===== src/rtl/devclk_pkg.sv =====
package devclk_pkg;

    // Framing states of the burst sequencer
    typedef enum logic [2:0] {
        ST_IDLE  = 3'd0,
        ST_LEAD  = 3'd1,
        ST_RUN   = 3'd2,
        ST_PAUSE = 3'd3,
        ST_TRAIL = 3'd4
    } frame_st_e;

    // Output shaping variants
    typedef enum logic [1:0] {
        MD_SINGLE = 2'd0,
        MD_SHIFT  = 2'd1,
        MD_EDGE   = 2'd2
    } wave_md_e;

endpackage


===== src/rtl/devclk_tick.sv =====
// Half-period timebase: counter, phase and boundary-latched settings.
module devclk_tick #(
    parameter int DIV_W = 10
) (
    input  logic             clk,
    input  logic             rst_n,
    input  logic [DIV_W-1:0] half_cnt_i,
    input  logic             ddr_i,
    output logic             tick_o,
    output logic             bnd_o,
    output logic             ph_o,
    output logic [DIV_W-1:0] hcnt_n_o,
    output logic             ph_n_o,
    output logic [DIV_W-1:0] div_n_o,
    output logic             ddr_n_o,
    output logic             shift_n_o
);

    // ph = 0 : first (high) half of a period, ph = 1 : second (low) half
    logic [DIV_W-1:0] hcnt_q, div_q;
    logic             ph_q, ddr_q, shift_q;

    always_comb begin
        tick_o    = (hcnt_q == div_q);
        bnd_o     = tick_o & ph_q;
        hcnt_n_o  = tick_o ? '0 : hcnt_q + DIV_W'(1);
        ph_n_o    = tick_o ? ~ph_q : ph_q;
        div_n_o   = bnd_o ? half_cnt_i : div_q;
        ddr_n_o   = bnd_o ? ddr_i : ddr_q;
        shift_n_o = bnd_o ? (ddr_i & half_cnt_i[0]) : shift_q;
        ph_o      = ph_q;
    end

    always_ff @(posedge clk or negedge rst_n) begin
        if (!rst_n) begin
            hcnt_q  <= '0;
            ph_q    <= 1'b1;
            div_q   <= '0;
            ddr_q   <= 1'b0;
            shift_q <= 1'b0;
        end else begin
            hcnt_q  <= hcnt_n_o;
            ph_q    <= ph_n_o;
            div_q   <= div_n_o;
            ddr_q   <= ddr_n_o;
            shift_q <= shift_n_o;
        end
    end

endmodule


===== src/rtl/devclk_fsm.sv =====
// Burst framing sequencer; moves only at period boundaries.
module devclk_fsm
    import devclk_pkg::*;
#(
    parameter int LEAD_P  = 1,
    parameter int TRAIL_P = 2
) (
    input  logic      clk,
    input  logic      rst_n,
    input  logic      bnd_i,
    input  logic      req_i,
    input  logic      hold_i,
    output frame_st_e st_q_o,
    output frame_st_e st_d_o
);

    localparam int PC_MAX = (LEAD_P > TRAIL_P) ? LEAD_P : TRAIL_P;
    localparam int PC_W   = $clog2(PC_MAX + 1);
    localparam logic [PC_W-1:0] LEAD_LAST  = PC_W'(LEAD_P - 1);
    localparam logic [PC_W-1:0] TRAIL_LAST = PC_W'(TRAIL_P - 1);

    frame_st_e       st_q, st_d, pick;
    logic [PC_W-1:0] pc_q, pc_d;

    always_comb begin
        if (!req_i)      pick = ST_TRAIL;
        else if (hold_i) pick = ST_PAUSE;
        else             pick = ST_RUN;
    end

    always_comb begin
        st_d = st_q;
        pc_d = pc_q;
        if (bnd_i) begin
            unique case (st_q)
                ST_IDLE: begin
                    if (req_i) begin
                        st_d = ST_LEAD;
                        pc_d = '0;
                    end
                end
                ST_LEAD: begin
                    if (pc_q == LEAD_LAST) begin
                        st_d = pick;
                        pc_d = '0;
                    end else begin
                        pc_d = pc_q + PC_W'(1);
                    end
                end
                ST_RUN, ST_PAUSE: begin
                    st_d = pick;
                    pc_d = '0;
                end
                ST_TRAIL: begin
                    if (pc_q == TRAIL_LAST) begin
                        st_d = ST_IDLE;
                        pc_d = '0;
                    end else begin
                        pc_d = pc_q + PC_W'(1);
                    end
                end
                default: begin
                    st_d = ST_IDLE;
                    pc_d = '0;
                end
            endcase
        end
    end

    always_ff @(posedge clk or negedge rst_n) begin
        if (!rst_n) begin
            st_q <= ST_IDLE;
            pc_q <= '0;
        end else begin
            st_q <= st_d;
            pc_q <= pc_d;
        end
    end

    assign st_q_o = st_q;
    assign st_d_o = st_d;

endmodule


===== src/rtl/devclk_wave.sv =====
// Output shaping, registered pin levels and data-path strobes.
module devclk_wave
    import devclk_pkg::*;
#(
    parameter int DIV_W = 10
) (
    input  logic             clk,
    input  logic             rst_n,
    input  logic             tick_i,
    input  logic             ph_i,
    input  logic             run_q_i,
    input  logic             run_n_i,
    input  logic             sel_n_i,
    input  logic [DIV_W-1:0] hcnt_n_i,
    input  logic             ph_n_i,
    input  logic [DIV_W-1:0] div_n_i,
    input  logic             ddr_n_i,
    input  logic             shift_n_i,
    output logic             dev_clk_o,
    output logic             sel_o,
    output logic             running_o,
    output logic             rise_stb_o,
    output logic             fall_stb_o,
    output logic             upd_stb_o,
    output logic             shift_bad_o
);

    localparam int QW = DIV_W + 1;

    wave_md_e        md_n;
    logic [QW-1:0]   quarter_n, pos_n;
    logic            clk_n, clk_q, upd_shift;
    logic            sel_q, run_q, bad_q;

    always_comb begin
        if (!ddr_n_i)       md_n = MD_SINGLE;
        else if (shift_n_i) md_n = MD_SHIFT;
        else                md_n = MD_EDGE;
    end

    always_comb begin
        quarter_n = ({1'b0, div_n_i} + QW'(1)) >> 1;
        pos_n     = {1'b0, hcnt_n_i};
        clk_n     = 1'b0;
        if (run_n_i) begin
            unique case (md_n)
                MD_SHIFT:  clk_n = ph_n_i ? (pos_n < quarter_n) : (pos_n >= quarter_n);
                MD_SINGLE,
                MD_EDGE:   clk_n = ~ph_n_i;
                default:   clk_n = 1'b0;
            endcase
        end
    end

    always_comb begin
        rise_stb_o = ~clk_q & clk_n;
        fall_stb_o = clk_q & ~clk_n;
        // in shifted mode data launches at every half boundary of a running period
        upd_shift  = tick_i & (ph_i ? run_n_i : run_q_i);
        unique case (md_n)
            MD_SHIFT:  upd_stb_o = upd_shift;
            MD_EDGE:   upd_stb_o = rise_stb_o | fall_stb_o;
            MD_SINGLE: upd_stb_o = fall_stb_o;
            default:   upd_stb_o = 1'b0;
        endcase
    end

    always_ff @(posedge clk or negedge rst_n) begin
        if (!rst_n) begin
            clk_q <= 1'b0;
            sel_q <= 1'b0;
            run_q <= 1'b0;
            bad_q <= 1'b0;
        end else begin
            clk_q <= clk_n;
            sel_q <= sel_n_i;
            run_q <= run_n_i;
            bad_q <= ddr_n_i & ~shift_n_i;
        end
    end

    assign dev_clk_o   = clk_q;
    assign sel_o       = sel_q;
    assign running_o   = run_q;
    assign shift_bad_o = bad_q;

endmodule


===== src/rtl/devclk_gen.sv =====
// Gated, run-time programmable device clock generator (top).
module devclk_gen
    import devclk_pkg::*;
#(
    parameter int DIV_W   = 10,
    parameter int LEAD_P  = 1,
    parameter int TRAIL_P = 2
) (
    input  logic             clk,
    input  logic             rst_n,
    input  logic [DIV_W-1:0] half_cnt_i,
    input  logic             ddr_i,
    input  logic             req_i,
    input  logic             hold_i,
    output logic             dev_clk_o,
    output logic             sel_o,
    output logic             running_o,
    output logic             rise_stb_o,
    output logic             fall_stb_o,
    output logic             upd_stb_o,
    output logic             shift_bad_o
);

    logic             tick, bnd, ph;
    logic [DIV_W-1:0] hcnt_n, div_n;
    logic             ph_n, ddr_n, shift_n;
    frame_st_e        st_q, st_d;
    logic             run_q, run_n, sel_n;

    devclk_tick #(.DIV_W(DIV_W)) u_tick (
        .clk       (clk),
        .rst_n     (rst_n),
        .half_cnt_i(half_cnt_i),
        .ddr_i     (ddr_i),
        .tick_o    (tick),
        .bnd_o     (bnd),
        .ph_o      (ph),
        .hcnt_n_o  (hcnt_n),
        .ph_n_o    (ph_n),
        .div_n_o   (div_n),
        .ddr_n_o   (ddr_n),
        .shift_n_o (shift_n)
    );

    devclk_fsm #(.LEAD_P(LEAD_P), .TRAIL_P(TRAIL_P)) u_fsm (
        .clk   (clk),
        .rst_n (rst_n),
        .bnd_i (bnd),
        .req_i (req_i),
        .hold_i(hold_i),
        .st_q_o(st_q),
        .st_d_o(st_d)
    );

    assign run_q = (st_q == ST_RUN);
    assign run_n = (st_d == ST_RUN);
    assign sel_n = (st_d != ST_IDLE);

    devclk_wave #(.DIV_W(DIV_W)) u_wave (
        .clk        (clk),
        .rst_n      (rst_n),
        .tick_i     (tick),
        .ph_i       (ph),
        .run_q_i    (run_q),
        .run_n_i    (run_n),
        .sel_n_i    (sel_n),
        .hcnt_n_i   (hcnt_n),
        .ph_n_i     (ph_n),
        .div_n_i    (div_n),
        .ddr_n_i    (ddr_n),
        .shift_n_i  (shift_n),
        .dev_clk_o  (dev_clk_o),
        .sel_o      (sel_o),
        .running_o  (running_o),
        .rise_stb_o (rise_stb_o),
        .fall_stb_o (fall_stb_o),
        .upd_stb_o  (upd_stb_o),
        .shift_bad_o(shift_bad_o)
    );

endmodule


===== config.mk =====
export PLATFORM = sky130hd
export DESIGN_NAME = devclk_gen
export DESIGN_NICKNAME = d
export VERILOG_FILES = /design/src/rtl/devclk_pkg.sv /design/src/rtl/devclk_tick.sv /design/src/rtl/devclk_fsm.sv /design/src/rtl/devclk_wave.sv /design/src/rtl/devclk_gen.sv
export SDC_FILE = /design/constraint.sdc
export NUM_CORES = 1
export LEC_CHECK = 0
export BUFFER_PORTS_ARGS = -buffer_cell sky130_fd_sc_hd__buf_4
export CAP_MARGIN = 20
export CORE_MARGIN = 4
export CORE_UTILIZATION = 50
export CTS_BUF_LIST = sky130_fd_sc_hd__clkbuf_8
export DETAILED_ROUTE_END_ITERATION = 8
export PLACE_DENSITY = 0.75
export SYNTH_ARGS = -nofsm -noshare
export SYNTH_HDL_FRONTEND = slang
export SYNTH_SLANG_ARGS = --single-unit

===== constraint.sdc =====
create_clock -name clk -period 5.2 [get_ports clk]
set_input_delay 0.26 -clock clk [delete_from_list [all_inputs] [get_ports clk]]
set_output_delay 0.26 -clock clk [all_outputs]
set_load 0.1 [all_outputs]

==> results.txt <==
Detailed routing placed a total of 2390 um of wire on met2. The number of H-tree branching levels came out at 2. The number of placement rows came out at 23. The max-cap check violation count is 0. In this run the vertical extent of the chip is 72.4 um.

The via count of the first global-routing pass came out at 1,638. Routability-driven placement finished with a final weighted congestion of 0.854. The number of DRC violations after detailed routing came out at 0.

Yosys printed 0 warnings. Setup violations remaining at the end of the flow were counted as 0. The area added between synthesis and finish is 28.8%. 0 antenna diodes ended up in the layout. For the final database, setup skew stands at 8.25 ps. The detailed router placed 1,692 vias in this run. The leakage power total came out at 1.19 nW. The pin count of the biggest net entering global routing is 33.

The share of final-layout standard cells stronger than drive strength 1 came out at 0.324. The startpoint identified for the worst hold timing path is half_cnt_i[8]. For this run, the total global-route usage over all layers was measured as 0.195.

The measured slew at the worst slew-check pin is 719 ps. The die width came out at 72.4 um. The part of the Yosys area used for sequential elements is 0.386. The number of standard cells after synthesis is 207.

In this run the cell area measured after placement is 2330 um^2. The average wire length per cell after detail routing is 17.0 um. The deepest clock path buffer count came out at 2. The maximum net fanout on the critical path came out at 7.

The number of buffers inserted by port buffering is 21. The initial antenna violation count is 0. The worst register-to-register path has a setup slack of 1230 ps. The most repeated cell in the gate-level netlist after synthesis is sky130_fd_sc_hd__dfrtp_1. The proportion of register bits with asynchronous set or reset after synthesis is 1.00. The most critical setup path has its startpoint at u_tick.div_q[0]. The share of the synthesized area in the top cell type is 0.374. The clock sink total came out at 32. Counting flops with a built-in enable in the synthesized netlist gives 0. The initial utilization of the core area, before any placement, comes to 0.519. The first global-routing pass estimated 7820 um of wire. The final global-route overflow total came out at 0. The clock tree from TritonCTS is done. The clock input transition at the sequential cells of the worst setup and hold paths is 60 ps. The register bit total from synthesis came out at 32. In this run, CTS created clock tree buffers numbering 5.

Counting instances in the post-synthesis netlist gives the leading cell types as 31 x sky130_fd_sc_hd__dfrtp_1, 19 x sky130_fd_sc_hd__ha_1, 17 x sky130_fd_sc_hd__nor2_1. Signal routing reaches up to met4. Using the TritonRoute via totals, the vias-per-cell ratio works out to 5.70. In the synthesized netlist the dominant register cell turns out to be sky130_fd_sc_hd__dfrtp_1.

The arrival time reported for the critical path endpoint is 4880 ps. The number of failing hold endpoints at the final stage came out at 0. The final-stage net count came out at 281. The core box area is 4000 um^2. The buffer cell driving the clock tree root is sky130_fd_sc_hd__clkbuf_8. The worst voltage drop across the vdd grid came out at 180 uV. The worst-case headroom to the max-slew limit is 0.514. The first TritonRoute pass finished after 4 iterations. The worst min-delay path category is primary input to flop. Overall power consumption after layout is estimated at 909 uW. The design area came out at 2670 um^2. The worst register-to-register path begins at u_tick.div_q[0]. The synthesized netlist occupies a cell area of 2080 um^2. The later pin in the worst-skew pair is clocked with a latency of 290 ps. The number of DRC markers after the initial detailed-route iteration came out at 127.

The total wirelength of the detailed-routed design is 5050 um. The area of the die is 5250 um^2. After synthesis, the netlist uses 51 different library cells. Derived from the worst setup path, the maximum achievable clock frequency is 0.195 GHz. The critical path data required time is 4940 ps. The HPWL after detailed placement is 3390 um. The met3 layer wire length in the routed design is 282 um. The ratio of final minimum period to clock period is 0.989. In the final routing, the length of wire on met1 measures 2280 um.

The critical path in this run is classified as flop to output port. The synthesized net count came out at 241. By area the synthesized netlist is led by sky130_fd_sc_hd__dfrtp_1 37%, sky130_fd_sc_hd__ha_1 11%, sky130_fd_sc_hd__xnor2_1 6.3%. STA classifies the critical path startpoint as a flop.

Averaged over all synthesized cells, the footprint is 10.0 um^2. The shortest period the worst path allows came out at 5140 ps. Setup repair after global routing could not meet its margin everywhere. For this design the ratio of total power to cell area is 340 nW/um^2. The flow ran to the end, and the final reports show no timing, DRC or antenna violations. STA classifies the critical path endpoint as an output port.

The final-report max-slew violation count came out at 0. At the end of the flow the core is filled with cells to 0.668. The post-detailed-route count of antenna-violating nets is 0.

The number of top-level design ports is 22. The fill cell total of the finished layout is 318. Of all cell types, the one taking the most synthesized area is sky130_fd_sc_hd__dfrtp_1.
-- worst paths after layout --
kind                                     to  cells past startpoint
setup reg to reg           u_wave.dev_clk_o                     16
min in group asynchronous   u_tick.div_q[1]                      2
hold / removal              u_tick.div_q[8]                      3
hold reg to reg               u_fsm.pc_q[1]                      2
max in group asynchronous  u_tick.hcnt_q[6]                      2
setup / recovery                  upd_stb_o                     21
-- stage by stage --
step	worst slack (ps)	std cells	setup TNS [ps]	hold WS [ps]
4_1_cts	7.23	291	0	247
5_1_grt	-128	297	-128	252
2_1_floorplan	17.3	207	0	-35.6
6_report	58.9	297	0	231
3_3_place_gp	286	275	0	223
3_5_place_dp	210	275	0	228
-- flip-flops by register name, indices dropped and copies added, names as in the netlist --
name / flops
u_tick.shift_q: 1
u_fsm.st_q_o: 3
u_tick.ddr_q: 1
u_fsm.pc_q: 2
u_tick.ph_o: 1
u_wave.dev_clk_o: 1
u_wave.sel_o: 1
u_tick.div_q: 10
u_wave.shift_bad_o: 1
u_wave.running_o: 1
u_tick.hcnt_q: 10
-- layout by cell type (no fill, tap or decap), types with 7 or more instances in the layout --
cell,Yosys,layout
sky130_fd_sc_hd__clkbuf_8,0,7
sky130_fd_sc_hd__buf_4,1,35
sky130_fd_sc_hd__xnor2_1,15,10
sky130_fd_sc_hd__ha_1,19,16
sky130_fd_sc_hd__inv_1,13,13
sky130_fd_sc_hd__a21oi_1,10,9
sky130_fd_sc_hd__xor2_1,10,10
sky130_fd_sc_hd__nand3_1,8,7
sky130_fd_sc_hd__nand2_1,10,9
sky130_fd_sc_hd__dfrtp_1,31,29
sky130_fd_sc_hd__nor2_1,17,16
-- where the power goes --
| part | internal [mW] | switching [mW] |
|---|---|---|
| clock network | 0.118 | 0.0913 |
| registers | 0.288 | 0.0473 |
| logic | 0.162 | 0.203 |
-- layer usage --
layer | GRT usage | up-vias
met4 | 0.0656 | 0
met1 | 0.274 | 805
met5 | 0 | -
met3 | 0.0485 | 10
li1 | - | 816
met2 | 0.294 | 61
-- worst max-delay path: stages, from the launching register on --
cell and delay, ps:
sky130_fd_sc_hd__dfrtp_1 430, sky130_fd_sc_hd__xnor2_2 190, sky130_fd_sc_hd__nand4_1 110, sky130_fd_sc_hd__nor4_2 290, sky130_fd_sc_hd__ha_2 340, sky130_fd_sc_hd__buf_6 170, sky130_fd_sc_hd__nand3_1 90, sky130_fd_sc_hd__o21ai_1 120
sky130_fd_sc_hd__nand2_2 100, sky130_fd_sc_hd__or3_4 390, sky130_fd_sc_hd__xnor2_1 130, sky130_fd_sc_hd__ha_1 340, sky130_fd_sc_hd__nand4_4 120, sky130_fd_sc_hd__nor2b_4 40, sky130_fd_sc_hd__a221o_1 320, sky130_fd_sc_hd__or3_4 340
sky130_fd_sc_hd__o311a_1 320, sky130_fd_sc_hd__ha_1 280, sky130_fd_sc_hd__inv_1 40, sky130_fd_sc_hd__a21oi_2 180, sky130_fd_sc_hd__o21ai_4 80, sky130_fd_sc_hd__buf_12 170
-- area by class of cell --
class                      count  area (um^2)  area share
multi-input combinational    155         1330       0.496
inverter                      13         48.8      0.0182
tap                           50         62.6      0.0234
sequential                    32          805       0.301
clock buffer                   7         96.3      0.0360
timing repair buffer          40          335       0.125
-- cells by family (layout without fill, tap and decap cells) --
group / Yosys count / after routing / synth area share
AO/OA/AOI/OAI: 39 / 39 / 0.132
XOR/XNOR: 25 / 25 / 0.105
adder cells (fa/ha/maj): 19 / 19 / 0.115
buffers and inverters: 20 / 60 / 0.0386
flip-flops: 32 / 32 / 0.386
multiplexers: 10 / 10 / 0.0524
AND/OR/NAND/NOR: 62 / 62 / 0.171
-- repair_timing --
action                                  in CTS  in global routing
endpoints found under the hold margin       31                  0
pin swaps                                    2                 16
endpoints found under the setup margin       1                  2
hold buffers                                 1                  0
setup buffers                                8                  6
resized for setup                            2                 22
(Power assumes the default switching activity.)
